## src/rtl/usb_pwr_pkg.sv

```systemverilog
package usb_pwr_pkg;
  localparam int unsigned REG_AW = 2;
  localparam int unsigned REG_DW = 8;

  localparam logic [REG_AW-1:0] ADDR_CTRL = 2'd0;
  localparam logic [REG_AW-1:0] ADDR_STAT = 2'd1;
  localparam logic [REG_AW-1:0] ADDR_ICLR = 2'd2;

  localparam int unsigned CTRL_PHY = 0;
  localparam int unsigned CTRL_RWK = 1;
  localparam int unsigned CTRL_WEN = 2;

  localparam int unsigned STAT_SUSP = 0;
  localparam int unsigned STAT_IRQ  = 1;
endpackage

```

## src/rtl/pwr_sync_edge.sv

```systemverilog
module pwr_sync_edge #(
  parameter int unsigned STAGES = 2
) (
  input  logic clk_i,
  input  logic rst_ni,
  input  logic async_i,
  output logic rise_o,
  output logic fall_o
);
  logic [STAGES-1:0] sync_q;
  logic              prev_q;

  genvar g;
  generate
    for (g = 0; g < STAGES; g++) begin : g_stage
      always_ff @(posedge clk_i or negedge rst_ni) begin
        if (!rst_ni) sync_q[g] <= 1'b0;
        else if (g == 0) sync_q[g] <= async_i;
        else sync_q[g] <= sync_q[(g == 0) ? 0 : g-1];
      end
    end
  endgenerate

  always_ff @(posedge clk_i or negedge rst_ni) begin
    if (!rst_ni) prev_q <= 1'b0;
    else         prev_q <= sync_q[STAGES-1];
  end

  assign rise_o = sync_q[STAGES-1] & ~prev_q;
  assign fall_o = ~sync_q[STAGES-1] & prev_q;


  single_rise_chk: assert property (@(posedge clk_i) disable iff (!rst_ni)
    rise_o |=> !rise_o);

  single_fall_chk: assert property (@(posedge clk_i) disable iff (!rst_ni)
    fall_o |=> !fall_o);
endmodule

```

## src/rtl/pwr_regs.sv

```systemverilog
module pwr_regs
  import usb_pwr_pkg::*;
(
  input  logic              clk_i,
  input  logic              rst_ni,
  input  logic              we_i,
  input  logic [REG_AW-1:0] addr_i,
  input  logic [REG_DW-1:0] wdata_i,
  input  logic              susp_ev_i,
  input  logic              res_ev_i,
  input  logic              clk_valid_i,
  output logic [REG_DW-1:0] rdata_o,
  output logic              irq_o,
  output logic              phy_susp_o,
  output logic              rwk_o,
  output logic              wake_en_o,
  output logic              suspended_o
);
  logic phy_q, rwk_q, wen_q, susp_q, irq_q;
  logic wr_ctrl, wr_iclr, rwk_set, any_ev;
  logic unused_wdata;

  assign wr_ctrl = we_i && (addr_i == ADDR_CTRL);
  assign wr_iclr = we_i && (addr_i == ADDR_ICLR);
  assign rwk_set = wr_ctrl && wdata_i[CTRL_RWK] && susp_q;
  assign any_ev  = susp_ev_i || res_ev_i;
  assign unused_wdata = ^wdata_i[REG_DW-1:CTRL_WEN+1];

  always_ff @(posedge clk_i or negedge rst_ni) begin
    if (!rst_ni) begin
      phy_q  <= 1'b0;
      rwk_q  <= 1'b0;
      wen_q  <= 1'b0;
      susp_q <= 1'b0;
      irq_q  <= 1'b0;
    end else begin
      // hardware release beats software request
      if (res_ev_i || rwk_set)     phy_q <= 1'b0;
      else if (wr_ctrl && !rwk_q)  phy_q <= wdata_i[CTRL_PHY];

      if (rwk_set)          rwk_q <= 1'b1;
      else if (clk_valid_i) rwk_q <= 1'b0;

      if (wr_ctrl) wen_q <= wdata_i[CTRL_WEN];

      if (susp_ev_i)     susp_q <= 1'b1;
      else if (res_ev_i) susp_q <= 1'b0;

      // event wins over clear
      if (any_ev)                       irq_q <= 1'b1;
      else if (wr_iclr && wdata_i[0])   irq_q <= 1'b0;
    end
  end

  always_comb begin
    rdata_o = '0;
    case (addr_i)
      ADDR_CTRL: begin
        rdata_o[CTRL_PHY] = phy_q;
        rdata_o[CTRL_RWK] = rwk_q;
        rdata_o[CTRL_WEN] = wen_q;
      end
      ADDR_STAT: begin
        rdata_o[STAT_SUSP] = susp_q;
        rdata_o[STAT_IRQ]  = irq_q;
      end
      default: rdata_o = '0;
    endcase
  end

  assign irq_o       = irq_q;
  assign phy_susp_o  = phy_q;
  assign rwk_o       = rwk_q;
  assign wake_en_o   = wen_q;
  assign suspended_o = susp_q;


  irq_clear_chk: assert property (@(posedge clk_i) disable iff (!rst_ni)
    (wr_iclr && wdata_i[0] && !any_ev) |=> !irq_q);

  ev_over_clear_chk: assert property (@(posedge clk_i) disable iff (!rst_ni)
    any_ev |=> irq_q);

  resume_release_chk: assert property (@(posedge clk_i) disable iff (!rst_ni)
    res_ev_i |=> (!phy_q && !susp_q));

  rwk_blocks_phy_chk: assert property (@(posedge clk_i) disable iff (!rst_ni)
    rwk_q |-> !phy_q);

  rwk_drop_chk: assert property (@(posedge clk_i) disable iff (!rst_ni)
    (rwk_q && clk_valid_i && !rwk_set) |=> !rwk_q);
endmodule

```

## src/rtl/pwr_wake.sv

```systemverilog
module pwr_wake (
  input  logic clk_i,
  input  logic rst_ni,
  input  logic wake_en_i,
  input  logic bus_clk_stop_i,
  input  logic res_ev_i,
  output logic wake_no
);
  logic wake_q;

  always_ff @(posedge clk_i or negedge rst_ni) begin
    if (!rst_ni)                                     wake_q <= 1'b0;
    else if (!bus_clk_stop_i)                        wake_q <= 1'b0;
    else if (res_ev_i && wake_en_i)                  wake_q <= 1'b1;
  end

  assign wake_no = ~wake_q;


  wake_release_chk: assert property (@(posedge clk_i) disable iff (!rst_ni)
    !bus_clk_stop_i |=> wake_no);

  wake_gate_chk: assert property (@(posedge clk_i) disable iff (!rst_ni)
    (res_ev_i && wake_en_i && bus_clk_stop_i) |=> !wake_no);
endmodule

```

## src/rtl/usb_pwr_ctrl.sv

```systemverilog
module usb_pwr_ctrl
  import usb_pwr_pkg::*;
#(
  parameter int unsigned SYNC_STAGES = 2
) (
  input  logic              clk_i,
  input  logic              rst_ni,
  input  logic              core_susp_i,
  input  logic              phy_clk_valid_i,
  input  logic              bus_clk_stop_i,
  input  logic              reg_we_i,
  input  logic [REG_AW-1:0] reg_addr_i,
  input  logic [REG_DW-1:0] reg_wdata_i,
  output logic [REG_DW-1:0] reg_rdata_o,
  output logic              irq_o,
  output logic              phy_suspend_no,
  output logic              core_wakeup_o,
  output logic              wake_no
);
  logic susp_ev, res_ev, phy_susp, wake_en, suspended;
  logic unused_susp;

  pwr_sync_edge #(.STAGES(SYNC_STAGES)) i_sync (
    .clk_i   (clk_i),
    .rst_ni  (rst_ni),
    .async_i (core_susp_i),
    .rise_o  (susp_ev),
    .fall_o  (res_ev)
  );

  pwr_regs i_regs (
    .clk_i       (clk_i),
    .rst_ni      (rst_ni),
    .we_i        (reg_we_i),
    .addr_i      (reg_addr_i),
    .wdata_i     (reg_wdata_i),
    .susp_ev_i   (susp_ev),
    .res_ev_i    (res_ev),
    .clk_valid_i (phy_clk_valid_i),
    .rdata_o     (reg_rdata_o),
    .irq_o       (irq_o),
    .phy_susp_o  (phy_susp),
    .rwk_o       (core_wakeup_o),
    .wake_en_o   (wake_en),
    .suspended_o (suspended)
  );

  pwr_wake i_wake (
    .clk_i          (clk_i),
    .rst_ni         (rst_ni),
    .wake_en_i      (wake_en),
    .bus_clk_stop_i (bus_clk_stop_i),
    .res_ev_i       (res_ev),
    .wake_no        (wake_no)
  );

  assign phy_suspend_no = ~phy_susp;
  assign unused_susp    = suspended;


  wakeup_vs_phy_chk: assert property (@(posedge clk_i) disable iff (!rst_ni)
    core_wakeup_o |-> phy_suspend_no);
endmodule

```

## config.mk

```make
export PLATFORM = sky130hd
export DESIGN_NAME = usb_pwr_ctrl
export DESIGN_NICKNAME = d
export VERILOG_FILES = /design/src/rtl/usb_pwr_pkg.sv /design/src/rtl/pwr_sync_edge.sv /design/src/rtl/pwr_regs.sv /design/src/rtl/pwr_wake.sv /design/src/rtl/usb_pwr_ctrl.sv
export SDC_FILE = /design/constraint.sdc
export NUM_CORES = 1
export LEC_CHECK = 0
export ABC_CLOCK_PERIOD_IN_PS = 1000
export BUFFER_PORTS_ARGS = -buffer_cell sky130_fd_sc_hd__buf_2
export CAP_MARGIN = 40
export CELL_PAD_IN_SITES_DETAIL_PLACEMENT = 1
export CELL_PAD_IN_SITES_GLOBAL_PLACEMENT = 1
export CORE_ASPECT_RATIO = 1.25
export CORE_MARGIN = 2
export CORE_UTILIZATION = 25
export CTS_CLUSTER_DIAMETER = 100
export DETAILED_ROUTE_END_ITERATION = 12
export PLACE_DENSITY_LB_ADDON = 0.1
export SLEW_MARGIN = 20
export SYNTH_ARGS = -nofsm -noshare
export SYNTH_HDL_FRONTEND = slang
export SYNTH_SLANG_ARGS = --single-unit
```

## constraint.sdc

```tcl
create_clock -name clk_i -period 1 [get_ports clk_i]
set_input_delay 0 -clock clk_i [delete_from_list [all_inputs] [get_ports clk_i]]
set_output_delay 0 -clock clk_i [all_outputs]
set_load 0.02 [all_outputs]
```

After elaboration in Yosys (flattened, before gate mapping)
Index checks and enable logic that the tools add are counted.
Storage, ports and cells
  register bits after elaboration: 9
  input port bits: 16
  word-level logic and storage cells: 45
Cells by class
  reductions and logical operators: 15
  equality and inequality tests: 3
  muxes and demuxes: 12
  bitwise logic cells: 6
Operators with widths (number)
  $mux 1: 11
  $reduce_bool 2->1: 4
  $logic_and 1x1->1: 7
  $not 1->1: 4
  $pmux 2 s2: 1
  $and 1x1->1: 2
  $eq 2x1->1 const B: 1
  $eq 2x2->1 const B: 1
  $logic_not 2->1: 1
  $logic_or 1x1->1: 2
  $ne 2x1->1 const B: 1
  $logic_not 1->1: 1

Depth between registers and ports, before layout
  depth in word-level cells: 6
  depth in mapped cells: 4
  gate-level depth less buffers: 4

Hierarchy
A second synthesis with hierarchy kept.
Unflattened totals
  cells, all modules: 39
  area, all modules: 426.7 µm²
By module, submodules not included
  pwr_regs: area an instance 292.8 µm², cells each 29, times used 1
  pwr_sync_edge: area an instance 90.1 µm², cells each 5, times used 1
  pwr_wake: area an instance 40.0 µm², cells each 4, times used 1
  usb_pwr_ctrl: area an instance 3.8 µm², cells each 1, times used 1

Worst setup path before layout
No wires, ideal clock.
  kind: reg2reg
  start: register i_sync.sync_q[1]
  end: register i_regs.susp_q, in the netlist i_regs.suspended_o
  library setup time: 0.125 ns
  cell stages (with the launch flop): 3
  buffers on the path: 0
  path slack: -0.097 ns
  arrival: 0.972 ns
  required time: 0.875 ns
  path through: dfrtp_1 ha_1 mux2_2
On the way
  cells in the longest elaborated chain, start to end: 3
Ends and longest elaborated chain
  start, declared: RTL line pwr_sync_edge.sv:10  | logic [STAGES-1:0] sync_q;
  start signal, assigned by index: RTL line pwr_sync_edge.sv:18  | else if (g == 0) sync_q[g] <= async_i;
  start signal, assigned by index: RTL line pwr_sync_edge.sv:19  | else sync_q[g] <= sync_q[(g == 0) ? 0 : g-1];
  $not 1->1: RTL line pwr_sync_edge.sv:30  | assign fall_o = ~sync_q[STAGES-1] & prev_q;
  $and 1x1->1: RTL line pwr_sync_edge.sv:30
  $reduce_bool 2->1 (no line)
  end signal, assigned: RTL line pwr_regs.sv:34  | susp_q <= 1'b0;
  end signal, assigned: RTL line pwr_regs.sv:46  | if (susp_ev_i) susp_q <= 1'b1;
  end signal, assigned: RTL line pwr_regs.sv:47  | else if (res_ev_i) susp_q <= 1'b0;
  end, declared: RTL line pwr_regs.sv:19  | logic phy_q, rwk_q, wen_q, susp_q, irq_q;
Several ways; a longest one is shown, not always the timed one.
A chain may end at the register's enable or synchronous reset.

Final worst setup path
Ends and elaborated chain as after synthesis.

==> results.yml <==
yosys:
  synth_top_cell_by_area: "dfrtp_1"
  ys_ff_latch: 9
  ys_seq_area_share_pct: 50.3
  yosysWarnings: 0
  async_flop_share_pct: 100
  synth_area_leaders: "dfrtp_1 50%, buf_4 8.4%, ha_1 5.6%, mux2_2 5.0%, mux2i_1 4.5%"
  yosys.area.top_type_share_pct: 50.3
  ys.flop_type: "dfrtp_1"
  synth_edf_count: 0
  synth.avg_cell_area_um2: 10.7
  syn_inst: 42
  synth.distinct_cells: 19
  synth_area_um2: 448
power_and_ir_drop:
  p_comb_share_pct: 27.3
  swShare_pct: 27.8
  power_leakage_nw: 0.367
  p_sw_mw: 0.263
  pwr-share-clk_pct: 29.0
  p_per_area_nw_per_um2: 1260
  p_total_mw: 0.944
  seqPwrFrac_pct: 43.7
  power.internal_mw: 0.681
  max-vdd-ir-drop_mv: 0.577
floorplanning:
  io_pins: 28
  core_um2: 1720
  die_x_um: 41.9
  start_util_pct: 26.0
  dieArea_um2: 2150
  num_rows: 17
  fp.dieH_um: 51.3
status:
  status: "complete, but fails checks"
  failed_checks: "negative setup slack"
route:
  dr_total_vias: 407
  via_per_inst: 4.28
  ant_nets: 0
  wl_per_cell_um: 11.5
  drt_iter0_drc: 2
  drc_errors: 0
  drt-total-wl_mm: 1.09
  drtPass1Iterations: 4
timing:
  fmax_mhz: 914
  layout_min_cycle_time_ns: 1.09
  finalSetupViolations: 4
  maxSlewViolCount: 0
  skew_ns: 0.00137
  hold_viol: 0
  fin_ws_ns: -0.0936
  rsz0062_at_grt: "true"
  finalCritPeriodShare_pct: 109
cells_and_area:
  fillCellCount: 201
  syn_to_final_growth_pct: 67.3
  drive_above_1_share_pct: 52.6
  final_util_pct: 43.5
  diodes: 0
  design_area_um2: 749
  post_layout_nonfiller_instances: 95
  final_nets: 95
grt:
  grt_usage_pct: 11.3
  grt_first_pass_wirelength_mm: 1.84
  grt_pass1_vias: 440
  antenna_found_initial: 0
  grt_max_degree: 10
  overflow: 0
placement:
  routabilityCongestion: 0.711
  io_buffers: 17
  dpl_cell_area_um2: 549
  place_ws_ns: -0.123
  dp.cells: 79
  dpl.hpwl_um: 752
critical_path:
  worstSetupPathType: "flop to flop"
  crit_required_ns: 1.14
  critPathArrivalTime_ns: 1.24
  cp-end-kind: "flop"
  start_kind: "flop"
  crit_fanout: 2
clock_network:
  cts.sinks: 9
  clkSlewWorstSetupHoldPaths_ns: 0.06
  cts-root-buf: "clkbuf_4"
  cts_buffers: 3
  clock_latency_ns: 0.25
  clockBufferDepth: 2
  cts_tree: "built"
  htreeDepth: 1
hold_path:
  hp-class: "input pin to flop"
flow_run:
  max_cap_viol_count: 0
-- sequential cells by signal (all words and copies together), names as in the netlist --
| register | cells |
|---|---|
| i_regs.phy_susp_o | 1 |
| i_sync.sync_q | 2 |
| i_regs.wake_en_o | 1 |
| i_regs.irq_o | 1 |
| i_regs.suspended_o | 1 |
| i_sync.prev_q | 1 |
| i_regs.rwk_o | 1 |
| i_wake.wake_q | 1 |
-- synth_stat cells (2+ instances only) --
master / n
ha_1: 2
nand2_1: 4
nor2_1: 2
mux2i_1: 2
dfrtp_1: 9
mux2_2: 2
inv_1: 5
buf_4: 5
-- critical path, stage by stage, from the launching register on --
cell and delay, ns:
dfrtp_1 0.41, ha_4 0.29, mux2_4 0.29
-- repair_timing --
action | CTS | global route
pin swaps | 1 | 4
setup endpoints to repair | 5 | 6
gates resized for setup | 5 | 8
hold endpoints to repair | 13 | 0
setup buffers | 4 | 3
hold buffers | 5 | 0
-- placed cells by master, fill, tap and decap left out, drive strengths merged --
cell         count
a21oi            1
a31oi            1
buf             26
clkbuf           4
conb             5
dfrtp            9
dlygate4sd3      5
ha               2
inv              5
mux2             2
mux2i            2
nand2            4
nand3            1
nand4            1
nand4b           1
nor2             2
nor2b            1
nor3b            2
o22ai            1
or3b             1
-- kinds of logic (layout without fill, tap and decap cells) --
family | after synthesis | in the layout | synth area share (%)
mux | 4 | 4 | 9.50
compound gates | 3 | 3 | 3.91
flops | 9 | 9 | 50.3
simple gates | 13 | 13 | 17.3
fa+ha+maj | 2 | 2 | 5.59
other cells | 1 | 5 | 0.837
buf+inv | 10 | 40 | 12.6
-- per-layer routing --
| metal | routed length [um] | global-route usage [%] | share of wire, % | vias to the layer above |
|---|---|---|---|---|
| met2 | 579 | 19.8 | 53 | 20 |
| met5 | 0 | 0 | 0 | - |
| li1 | - | - | - | 196 |
| met3 | 78 | 1.41 | 7.1 | 0 |
| met1 | 435 | 13.2 | 40 | 191 |
| met4 | 0 | 6.45 | 0 | 0 |
-- per-stage QoR --
step	TNS [ns]	hold WS [ns]
floorplan	-0.0968	-0.296
global placement	-0.130	-0.136
detailed placement	-0.153	-0.134
CTS	-0.180	0.0414
global route	-0.372	0.119
finish	-0.101	0.0961
-- path summary, 6_finish.rpt --
check	from	end	slack (ns)	cells after the start
min reg2reg	i_sync.sync_q[0]	i_sync.sync_q[1]	0.35	0
max reg2reg	i_sync.sync_q[1]	i_regs.suspended_o	-0.09	2
min in group asynchronous	rst_ni	i_sync.sync_q[1]	0.13	2
max	i_sync.sync_q[1]	i_regs.suspended_o	-0.09	2
min	reg_wdata_i[0]	i_regs.phy_susp_o	0.1	3
max in group asynchronous	rst_ni	i_regs.wake_en_o	0.70	2
-- layout make-up --
class | count | area [um2] | area share [%]
clock buffers | 4 | 26.3 | 3.51
inverters | 5 | 18.8 | 2.50
multi-input cells | 27 | 246 | 32.9
flip-flops and latches | 9 | 225 | 30.1
well taps | 19 | 23.8 | 3.17
repair buffers | 31 | 209 | 27.9
-- power by group through the flow --
stage               logic [mW]  clock network [mW]  registers [mW]
floorplan                0.105                   0           0.418
global placement         0.159                   0           0.423
detailed placement       0.160                   0           0.421
CTS                      0.223               0.289           0.412
global route             0.284               0.297           0.417
finish                   0.258               0.273           0.413
Power figures use the tool's default switching activity.
